### src/rtl/mexp_pkg.sv
package mexp_pkg;

  typedef enum logic [3:0] {
    OP_NOP  = 4'd0,
    OP_BGEZ = 4'd1,
    OP_SUB  = 4'd2,
    OP_JMP  = 4'd3,
    OP_ADD  = 4'd4,
    OP_ADDI = 4'd5,
    OP_SRLV = 4'd6,
    OP_SLLV = 4'd7,
    OP_OR   = 4'd8,
    OP_RAW  = 4'd9
  } op_e;

  typedef enum logic [1:0] {
    K_ABS  = 2'd0,
    K_ROTL = 2'd1
  } kind_e;

  typedef enum logic [1:0] {
    L_NONE = 2'd0,
    L_POS  = 2'd1,
    L_OUT  = 2'd2
  } label_e;

  localparam int ABS_STEPS  = 4;
  localparam int ROTL_STEPS = 5;

endpackage

### src/rtl/mexp_expand.sv
module mexp_expand
  import mexp_pkg::*;
#(
  parameter int REG_W     = 5,
  parameter int IMM_W     = 16,
  parameter int STEP_W    = 3,
  parameter int KIND_W    = 2,
  parameter int SCRATCH   = 1,
  parameter int WORD_BITS = 32
) (
  input  logic [KIND_W-1:0] kind,
  input  logic [STEP_W-1:0] step,
  input  logic [REG_W-1:0]  dst,
  input  logic [REG_W-1:0]  src,
  input  logic [REG_W-1:0]  amt,
  output logic [3:0]        op,
  output logic [REG_W-1:0]  rd,
  output logic [REG_W-1:0]  rs,
  output logic [REG_W-1:0]  rt,
  output logic [IMM_W-1:0]  imm,
  output logic [1:0]        label,
  output logic              last
);

  localparam logic [REG_W-1:0] R0 = '0;
  localparam logic [REG_W-1:0] RS = REG_W'(SCRATCH);
  localparam logic [IMM_W-1:0] WIDTH_IMM = IMM_W'(WORD_BITS);

  typedef struct packed {
    op_e              op;
    logic [REG_W-1:0] rd;
    logic [REG_W-1:0] rs;
    logic [REG_W-1:0] rt;
    logic [IMM_W-1:0] imm;
    label_e           label;
    logic             last;
  } beat_t;

  function automatic beat_t mk(op_e o, logic [REG_W-1:0] d, logic [REG_W-1:0] a,
                               logic [REG_W-1:0] b, logic [IMM_W-1:0] i, label_e l, logic f);
    beat_t t;
    t.op = o; t.rd = d; t.rs = a; t.rt = b; t.imm = i; t.label = l; t.last = f;
    return t;
  endfunction

  function automatic beat_t expand_abs(logic [STEP_W-1:0] s, logic [REG_W-1:0] d,
                                       logic [REG_W-1:0] x);
    case (s)
      STEP_W'(0): return mk(OP_BGEZ, R0, x,  R0, '0, L_POS,  1'b0);
      STEP_W'(1): return mk(OP_SUB,  d,  R0, x,  '0, L_NONE, 1'b0);
      STEP_W'(2): return mk(OP_JMP,  R0, R0, R0, '0, L_OUT,  1'b0);
      STEP_W'(ABS_STEPS-1): return mk(OP_ADD, d, R0, x, '0, L_NONE, 1'b1);
      default:    return mk(OP_NOP,  R0, R0, R0, '0, L_NONE, 1'b1);
    endcase
  endfunction

  function automatic beat_t expand_rotl(logic [STEP_W-1:0] s, logic [REG_W-1:0] d,
                                        logic [REG_W-1:0] x, logic [REG_W-1:0] n);
    case (s)
      STEP_W'(0): return mk(OP_ADDI, RS, R0, R0, WIDTH_IMM, L_NONE, 1'b0);
      STEP_W'(1): return mk(OP_SUB,  RS, RS, n,  '0, L_NONE, 1'b0);
      STEP_W'(2): return mk(OP_SRLV, RS, x,  RS, '0, L_NONE, 1'b0);
      STEP_W'(3): return mk(OP_SLLV, d,  x,  n,  '0, L_NONE, 1'b0);
      STEP_W'(ROTL_STEPS-1): return mk(OP_OR, d, d, RS, '0, L_NONE, 1'b1);
      default:    return mk(OP_NOP,  R0, R0, R0, '0, L_NONE, 1'b1);
    endcase
  endfunction

  beat_t b;

  always_comb begin
    case (kind)
      KIND_W'(K_ABS):  b = expand_abs(step, dst, src);
      KIND_W'(K_ROTL): b = expand_rotl(step, dst, src, amt);
      default:         b = mk(OP_RAW, dst, src, amt, '0, L_NONE, 1'b1);
    endcase
  end

  assign op    = b.op;
  assign rd    = b.rd;
  assign rs    = b.rs;
  assign rt    = b.rt;
  assign imm   = b.imm;
  assign label = b.label;
  assign last  = b.last;

endmodule

### src/rtl/mexp_ctrl.sv
module mexp_ctrl #(
  parameter int REG_W  = 5,
  parameter int STEP_W = 3,
  parameter int KIND_W = 2
) (
  input  logic              clk,
  input  logic              rst_n,
  input  logic              in_valid,
  input  logic [KIND_W-1:0] in_kind,
  input  logic [REG_W-1:0]  in_dst,
  input  logic [REG_W-1:0]  in_src,
  input  logic [REG_W-1:0]  in_amt,
  input  logic              out_ready,
  input  logic              step_last,
  output logic              busy,
  output logic [STEP_W-1:0] step,
  output logic [KIND_W-1:0] kind_q,
  output logic [REG_W-1:0]  dst_q,
  output logic [REG_W-1:0]  src_q,
  output logic [REG_W-1:0]  amt_q,
  output logic              take_ev,
  output logic              hand_ev,
  output logic              done_ev
);

  assign take_ev = in_valid && !busy;
  assign hand_ev = busy && out_ready;
  assign done_ev = hand_ev && step_last;

  always_ff @(posedge clk) begin
    if (!rst_n) begin
      busy   <= 1'b0;
      step   <= '0;
      kind_q <= '0;
      dst_q  <= '0;
      src_q  <= '0;
      amt_q  <= '0;
    end else if (take_ev) begin
      busy   <= 1'b1;
      step   <= '0;
      kind_q <= in_kind;
      dst_q  <= in_dst;
      src_q  <= in_src;
      amt_q  <= in_amt;
    end else if (done_ev) begin
      busy <= 1'b0;
      step <= '0;
    end else if (hand_ev) begin
      step <= step + STEP_W'(1);
    end
  end

  // nothing is latched while a sequence is running
  assert_latch_frozen_R2: assert property (@(posedge clk) disable iff (!rst_n)
    (busy && !done_ev) |=> ($stable(kind_q) && $stable(dst_q) && $stable(src_q) && $stable(amt_q)));

  // an accepted request is presented on the next cycle at step 0
  assert_first_beat_R9: assert property (@(posedge clk) disable iff (!rst_n)
    take_ev |=> (busy && step == '0));

endmodule

### src/rtl/mexp_seq.sv
module mexp_seq
  import mexp_pkg::*;
#(
  parameter int REG_W     = 5,
  parameter int IMM_W     = 16,
  parameter int STEP_W    = 3,
  parameter int KIND_W    = 2,
  parameter int SCRATCH   = 1,
  parameter int WORD_BITS = 32
) (
  input  logic              clk,
  input  logic              rst_n,
  input  logic              in_valid,
  output logic              in_ready,
  input  logic [KIND_W-1:0] in_kind,
  input  logic [REG_W-1:0]  in_dst,
  input  logic [REG_W-1:0]  in_src,
  input  logic [REG_W-1:0]  in_amt,
  output logic              out_valid,
  input  logic              out_ready,
  output logic [3:0]        out_op,
  output logic [REG_W-1:0]  out_rd,
  output logic [REG_W-1:0]  out_rs,
  output logic [REG_W-1:0]  out_rt,
  output logic [IMM_W-1:0]  out_imm,
  output logic [1:0]        out_label,
  output logic [STEP_W-1:0] out_step,
  output logic              out_last
);

  logic              busy;
  logic [STEP_W-1:0] step;
  logic [KIND_W-1:0] kind_q;
  logic [REG_W-1:0]  dst_q, src_q, amt_q;
  logic              take_ev, hand_ev, done_ev;
  logic              step_last;

  mexp_ctrl #(.REG_W(REG_W), .STEP_W(STEP_W), .KIND_W(KIND_W)) ctrl_i (
    .clk(clk), .rst_n(rst_n), .in_valid(in_valid), .in_kind(in_kind),
    .in_dst(in_dst), .in_src(in_src), .in_amt(in_amt), .out_ready(out_ready),
    .step_last(step_last), .busy(busy), .step(step), .kind_q(kind_q),
    .dst_q(dst_q), .src_q(src_q), .amt_q(amt_q),
    .take_ev(take_ev), .hand_ev(hand_ev), .done_ev(done_ev)
  );

  mexp_expand #(.REG_W(REG_W), .IMM_W(IMM_W), .STEP_W(STEP_W), .KIND_W(KIND_W),
                .SCRATCH(SCRATCH), .WORD_BITS(WORD_BITS)) expand_i (
    .kind(kind_q), .step(step), .dst(dst_q), .src(src_q), .amt(amt_q),
    .op(out_op), .rd(out_rd), .rs(out_rs), .rt(out_rt), .imm(out_imm),
    .label(out_label), .last(step_last)
  );

  assign in_ready  = !busy;
  assign out_valid = busy;
  assign out_step  = step;
  assign out_last  = step_last;

  // backpressure holds the beat
  assert_hold_beat_R8: assert property (@(posedge clk) disable iff (!rst_n)
    (out_valid && !out_ready) |=> (out_valid && $stable(out_op) && $stable(out_rd) &&
      $stable(out_rs) && $stable(out_rt) && $stable(out_imm) && $stable(out_label) &&
      $stable(out_step) && $stable(out_last)));

  // each non-final handoff moves to the next step
  assert_step_adv_R7: assert property (@(posedge clk) disable iff (!rst_n)
    (out_valid && out_ready && !out_last) |=> (out_valid && out_step == $past(out_step) + STEP_W'(1)));

  // after the final handoff the sequencer is idle again
  assert_release_R2: assert property (@(posedge clk) disable iff (!rst_n)
    (out_valid && out_ready && out_last) |=> (!out_valid && in_ready));

  // input side is closed while operations are pending
  assert_no_take_busy_R2: assert property (@(posedge clk) disable iff (!rst_n)
    out_valid |-> !in_ready);

  // the add-immediate always loads the scratch register with the word width
  assert_scratch_R5: assert property (@(posedge clk) disable iff (!rst_n)
    (out_valid && out_op == 4'(OP_ADDI)) |->
      (out_rd == REG_W'(SCRATCH) && out_imm == IMM_W'(WORD_BITS)));

  // the conditional branch targets the forward label
  assert_branch_label_R3: assert property (@(posedge clk) disable iff (!rst_n)
    (out_valid && out_op == 4'(OP_BGEZ)) |-> (out_label == 2'(L_POS) && !out_last));

endmodule

### config.mk
export PLATFORM = sky130hd
export DESIGN_NAME = mexp_seq
export DESIGN_NICKNAME = d
export VERILOG_FILES = /design/src/rtl/mexp_pkg.sv /design/src/rtl/mexp_expand.sv /design/src/rtl/mexp_ctrl.sv /design/src/rtl/mexp_seq.sv
export SDC_FILE = /design/constraint.sdc
export NUM_CORES = 1
export LEC_CHECK = 0
export BUFFER_PORTS_ARGS = -buffer_cell sky130_fd_sc_hd__buf_2
export CAP_MARGIN = 20
export CORE_MARGIN = 5
export CORE_UTILIZATION = 45
export CTS_BUF_LIST = sky130_fd_sc_hd__clkbuf_8
export CTS_CLUSTER_DIAMETER = 50
export CTS_CLUSTER_SIZE = 25
export DETAILED_ROUTE_END_ITERATION = 7
export HOLD_SLACK_MARGIN = 0.03
export PLACE_DENSITY = 0.79
export SYNTH_ARGS = -nofsm -noshare
export SYNTH_HDL_FRONTEND = slang
export SYNTH_SLANG_ARGS = --single-unit
### constraint.sdc
create_clock -name clk -period 1.9 [get_ports clk]
set_input_delay 0.57 -clock clk [delete_from_list [all_inputs] [get_ports clk]]
set_output_delay 0.57 -clock clk [all_outputs]
set_load 0.01 [all_outputs]
==> qor.yml, run 1 <==
floorplan:
  dieHeight_um: 68.0
  die_w_um: 68.0
  core_um2: 3280
  initial_utilization: 0.461
  dieArea_um2: 4620
  rows: 21
  io_pins: 64
hold_path:
  hold_depth: 2
  hp-class: "flip-flop to flip-flop"
  min_from: "ctrl_i.amt_q[1]"
  whs_endpoint: "ctrl_i.amt_q[1]"
synthesis:
  synth_compound_area_frac: 0.278
  synth_seq_cells: 21
  synth_xor_area_frac: 0
  yosys.cell_types.count: 43
  muxShareOfSynthArea: 0.00662
  netlist_area_um2: 1510
  syn_inst: 183
  synthSimpleGateAreaFrac: 0.222
  ys_warn_count: 0
  synth_top_family_by_area: "compound AO/OA/AOI/OAI gates"
  synthAdderAreaFrac: 0.0496
  avgSynthCellArea_um2: 8.27
  synth-seq-area-share: 0.278
setup_path:
  critPathBufInv: 3
  worstReg2RegStart: "ctrl_i.step[0]"
  crit_chain: "inv_2, ha_4, nand2b_1, nor3_1, buf_4, a32o_2, buf_6"
  reg2reg_to: "ctrl_i.step[2]"
  r2r_slack_ns: 0.30
  crit_path_max_incr_delay_ns: 0.38
  critPathTopFamily: "buffers and inverters"
  arrival_ns: 1.76
  cp.depth: 7
  cp-start-kind: "flip-flop"
  slowest_stage: "dfxtp_4"
  r2r_cells: 6
  cp_max_fo: 7
  critPathKind: "flip-flop to output port"
  required_ns: 1.33
  endpoint_kind: "output port"
clocking:
  cts_buffer_depth: 2
  cts_num_sinks: 21
  clock_latency_ns: 0.27
  tritoncts: "built"
  ctsRootBufferMaster: "clkbuf_8"
  ctsHoldBuffers: 0
  htreeDepth: 1
  clk_pin_slew_ns: 0.08
  cts_buffers: 3
sta:
  period_needed_ns: 2.33
  finalWorstSetupSlack_ns: -0.428
  rsz0062_at_grt: "yes"
  setup_viol: 21
  clock_skew_ns: 0.00536
  drv_slew: 0
  hold_ws_ns: 0.467
  fmaxAchievable_ghz: 0.430
  fin_crit_sh: 1.23
  finalHoldViolations: 0
grt:
  grt_util_all_layers: 0.180
  overflow: 0
  grt_max_degree: 25
  grt_pass1_wl_um: 6350
  grt_pass1_vias: 1384
  grt_antenna_before_repair: 0
power_and_ir_drop:
  vdd_drop_max_mv: 0.518
  power.total_uw: 1240
  cellLeakagePower_uw: 0.000968
  powerDensity_nw_per_um2: 591
cells_and_area:
  layout.nets: 275
  final_area_um2: 2100
  nFillCells: 295
  multi_input_area_um2: 1050
  final_cells: 293
  antenna_cells: 0
  area.growth.synth_to_final_pct: 39.0
  seqCellArea_um2: 430
  drive_gt1_frac: 0.466
placed_design:
  gp_congestion: 0.824
  place_inst: 284
  io_buffers: 48
  dpl_cell_area_um2: 1870
  hpwl_um: 2920
  dp_slack_ns: -0.208
routing:
  ant_nets: 0
  vias: 1484
  drt_iter0_markers: 71
  wl_um: 4110
  drtPass1Iterations: 4
  routed_via_density: 5.06
  wire_per_inst_um: 14.0
  drcViolationCount: 0
status:
  violations: "setup timing"
  status: "finished, violations left"
job:
  maxCapViolations: 0
per-stage QoR:
stage	TNS, ns	util
after floorplan	-0.0753	-
after global placement	-1.05	0.568
after detailed placement	-1.52	0.568
after CTS	-5.68	0.600
after global routing	-7.63	0.640
final	-5.98	0.640
layout by cell type, fill, tap and decap left out, types with 5 or more instances in the layout:
master / count
nor2_1: 6
ha_4: 5
buf_6: 10
a21boi_0: 14
dfxtp_1: 17
buf_2: 41
buf_4: 22
nand2b_1: 5
a22o_1: 5
inv_1: 5
conb_1: 15
nand2_1: 36
state kept, by name, summed over array words and instances (netlist names):
register / flops
ctrl_i.dst_q: 5
ctrl_i.step: 3
ctrl_i.kind_q: 2
ctrl_i.busy: 1
ctrl_i.amt_q: 5
ctrl_i.src_q: 5
cells by family after synthesis:
group,count (synthesis)
AOI/OAI and AO/OA,50
adders and majority gates,6
buffers and inverters,35
DFF,21
muxes,1
other,1
and+or+nand+nor,69
synthesized netlist by cell type (all sizes together):
| library cell | count | area (um^2) |
|---|---|---|
| nand2 | 36 | 135 |
| nor4b | 1 | 8.76 |
| or3 | 2 | 17.5 |
| dfxtp | 21 | 420 |
| a31o | 1 | 8.76 |
| o41ai | 1 | 16.3 |
| inv | 8 | 35.0 |
| ha | 6 | 75.1 |
| nand2b | 6 | 45.0 |
| a32o | 4 | 40.0 |
| and2b | 1 | 8.76 |
| and2 | 4 | 25.0 |
| clkbuf | 2 | 7.51 |
| nor3 | 2 | 10.0 |
| o21ai | 5 | 25.0 |
| nor2b | 2 | 12.5 |
| o32ai | 2 | 17.5 |
| mux2i | 1 | 10.0 |
| o31ai | 1 | 7.51 |
| a21o | 1 | 7.51 |
| nor2 | 8 | 32.5 |
| a311oi | 1 | 8.76 |
| a21oi | 6 | 45.1 |
| conb | 1 | 3.75 |
| o211ai | 2 | 20.0 |
| nand4b | 1 | 8.76 |
| nand4 | 2 | 12.5 |
| a22o | 5 | 43.8 |
| a2111oi | 1 | 27.5 |
| a21boi | 18 | 135 |
| nand3 | 4 | 20.0 |
| buf | 25 | 204 |
| a211o | 2 | 17.5 |
final cells by class:
type,count,area share
sequential,21,0.205
timing repair buffer,73,0.230
clock inverter,1,0.00178
multi-input combinational,141,0.498
clock buffer,3,0.0196
tap,46,0.0274
inverter,8,0.0190
routing by layer:
metal | share of wire | up-vias | track usage
li1 | - | 732 | -
met1 | 0.40 | 689 | 0.223
met2 | 0.51 | 54 | 0.300
met3 | 0.071 | 9 | 0.0427
met4 | 0.016 | 0 | 0.0720
met5 | 0 | - | 0
what timing repair did:
item / in CTS / in global routing
pin swaps: 1 / 11
buffers inserted: 0 / 5
resized for setup: 14 / 18
cloned: 0 / 0
endpoints found under the setup margin: 20 / 23
endpoints found under the hold margin: 0 / 0
worst max path at each step:
stage / startpoint / end / slack, ns
after floorplan: ctrl_i.step[2] / out_last / -0.02
after global placement: ctrl_i.step[1] / out_rt[4] / -0.15
after detailed placement: ctrl_i.step[1] / out_rt[1] / -0.21
after CTS: ctrl_i.step[1] / out_rt[1] / -0.36
after global routing: ctrl_i.step[1] / out_rs[2] / -0.53
final: ctrl_i.step[1] / out_rs[2] / -0.43
tightest hold or removal path: cells and delay by family, from the launching register on:
kind	cells	cell delay, ns
AOI/OAI and AO/OA	1	0.06
and+or+nand+nor	1	0.04
DFF	1	0.32
report_power, final:
| group | internal [uW] | switching [uW] |
|---|---|---|
| sequential | 475 | 40.5 |
| combinational | 202 | 225 |
| clock | 145 | 156 |
| total | 822 | 421 |
Power figures use the tool's default switching activity.
==> run 2, diff against run 1 <==
Settings changed: SETUP_SLACK_MARGIN from default to 0.4.
==> qor.yml, run 2 (same netlist as run 1, synthesis figures left out) <==
clocking:
  clock_latency_ns: 0.26  # about the same
  clk_pin_slew_ns: 0.08  # about the same
  cts_buffers: 3  # unchanged
  tritoncts: "built"
  ctsHoldBuffers: 0  # unchanged
  ctsRootBufferMaster: "clkbuf_8"
  htreeDepth: 1  # unchanged
  cts_num_sinks: 21  # unchanged
  cts_buffer_depth: 2  # unchanged
floorplan:
  core_um2: 3280  # unchanged
  die_w_um: 68.0  # unchanged
  io_pins: 64  # unchanged
  dieHeight_um: 68.0  # unchanged
  rows: 21  # unchanged
  initial_utilization: 0.461  # unchanged
  dieArea_um2: 4620  # unchanged
setup_path:
  critPathKind: "flip-flop to output port"
  arrival_ns: 1.70  # -0.06 ns
  cp-start-kind: "flip-flop"
  crit_chain: "ha_4, ha_4, and2b_2, nor2_2, or3_4, buf_6"
  cp_max_fo: 7  # unchanged
  required_ns: 1.33  # about the same
  endpoint_kind: "output port"
  crit_path_max_incr_delay_ns: 0.40  # +0.02 ns
  slowest_stage: "dfxtp_4"
  crit_top_cell: "ha_4"
power_and_ir_drop:
  cellLeakagePower_uw: 0.000970  # +0.21%
  powerDensity_nw_per_um2: 583  # -1.4%
  power.total_uw: 1260  # +1.2%
  vdd_drop_max_mv: 0.435  # -16%
sta:
  finalWorstSetupSlack_ns: -0.372  # +0.0562 ns
  finalHoldViolations: 0  # unchanged
  clock_skew_ns: 0.00579  # +0.000432 ns
  drv_slew: 0  # unchanged
  fmaxAchievable_ghz: 0.440  # +2.5%
  tns_ns: -5.98  # +0.00790 ns
  rsz0062_at_grt: "yes"
  period_needed_ns: 2.27  # -0.0562 ns
  setup_viol: 19  # -9.5%
  fin_crit_sh: 1.20  # -0.0296
grt:
  overflow: 0  # unchanged
  grt_max_degree: 25  # unchanged
  grt_pass1_wl_um: 6570  # +3.5%
  grt_pass1_vias: 1463  # +5.7%
  grt_util_all_layers: 0.186  # +0.00543
  grt_antenna_before_repair: 0  # unchanged
placed_design:
  io_buffers: 48  # unchanged
  hpwl_um: 3070  # +5.4%
  dp_slack_ns: -0.122  # +0.0854 ns
  gp_congestion: 0.852  # +3.4%
routing:
  drcViolationCount: 0  # unchanged
  wl_um: 4220  # +2.8%
  routed_via_density: 4.97  # -1.8%
  drt_iter0_markers: 43  # -39%
  drtPass1Iterations: 4  # unchanged
  wire_per_inst_um: 14.4  # +2.5%
  vias: 1462  # -1.5%
  ant_nets: 0  # unchanged
job:
  maxCapViolations: 0  # unchanged
cells_and_area:
  antenna_cells: 0  # unchanged
  reg.largest.list: "ctrl_i.amt_q x5, ctrl_i.dst_q x5, ctrl_i.src_q x5"
  final_cell_mix: "buf_2 (42), nand2_1 (36), buf_4 (23)"
  drive_gt1_frac: 0.504  # +0.0384
  layout.nets: 276  # +0.36%
  multi_input_area_um2: 1080  # +3.3%
  nFillCells: 269  # -8.8%
  area.growth.synth_to_final_pct: 42.7
  final_common_cell: "buf_2"
  seqCellArea_um2: 437  # +1.5%
status:
  violations: "setup timing"
  status: "finished, violations left"
hold_path:
  hp-class: "flip-flop to flip-flop"
run 2: power breakdown:
group          internal [uW]  leakage, uW  switching [uW]
sequential               476     0.000175            41.4
clock                    146    0.0000255             152
combinational            207     0.000769             235
run 2: worst paths after layout:
check,from,end,slack (ns),cells after the start
setup / recovery,ctrl_i.step[1],out_last,-0.37,6
hold / removal,ctrl_i.amt_q[0],ctrl_i.amt_q[0],0.47,2
setup reg to reg,ctrl_i.step[1],ctrl_i.step[2],0.30,7
hold reg to reg,ctrl_i.amt_q[0],ctrl_i.amt_q[0],0.47,2
run 2: through the flow:
stage | hold WS, ns | cell area, um^2 | util | std cells
finish | 0.472 | 2160 | 0.657 | 294
global route | 0.497 | 2160 | 0.657 | 294
CTS | 0.475 | 2100 | 0.638 | 292
detailed placement | 0.464 | 1900 | 0.579 | 285
global placement | 0.454 | 1900 | 0.579 | 285
floorplan | 0.443 | 1660 | - | 197
run 2: worst max-delay path: cells and delay by family (launching register included):
kind	cells	cell delay, ns
and+or+nand+nor	3	0.55
DFF	1	0.40
adders and majority gates	2	0.36
buffers and inverters	1	0.13
run 2: what timing repair did:
action / CTS / global route
gates resized for setup: 25 / 10
setup buffers: 3 / 2
setup endpoints to repair: 30 / 30
pin swaps: 8 / 4
run 2: layout make-up:
cell class                      instances  area share
Clock buffer                            3      0.0191
Clock inverter                          1     0.00232
Inverter                                8      0.0197
Multi-Input combinational cell        141       0.501
Sequential cell                        21       0.202
Tap cell                               46      0.0267
Timing Repair Buffer                   74       0.228
run 2: routing by layer:
metal	GRT usage	part of all wire	up-vias
met5	0	0	-
met4	0.0447	0.0026	0
met3	0.0312	0.063	2
met2	0.342	0.53	47
met1	0.222	0.41	675
li1	-	-	738
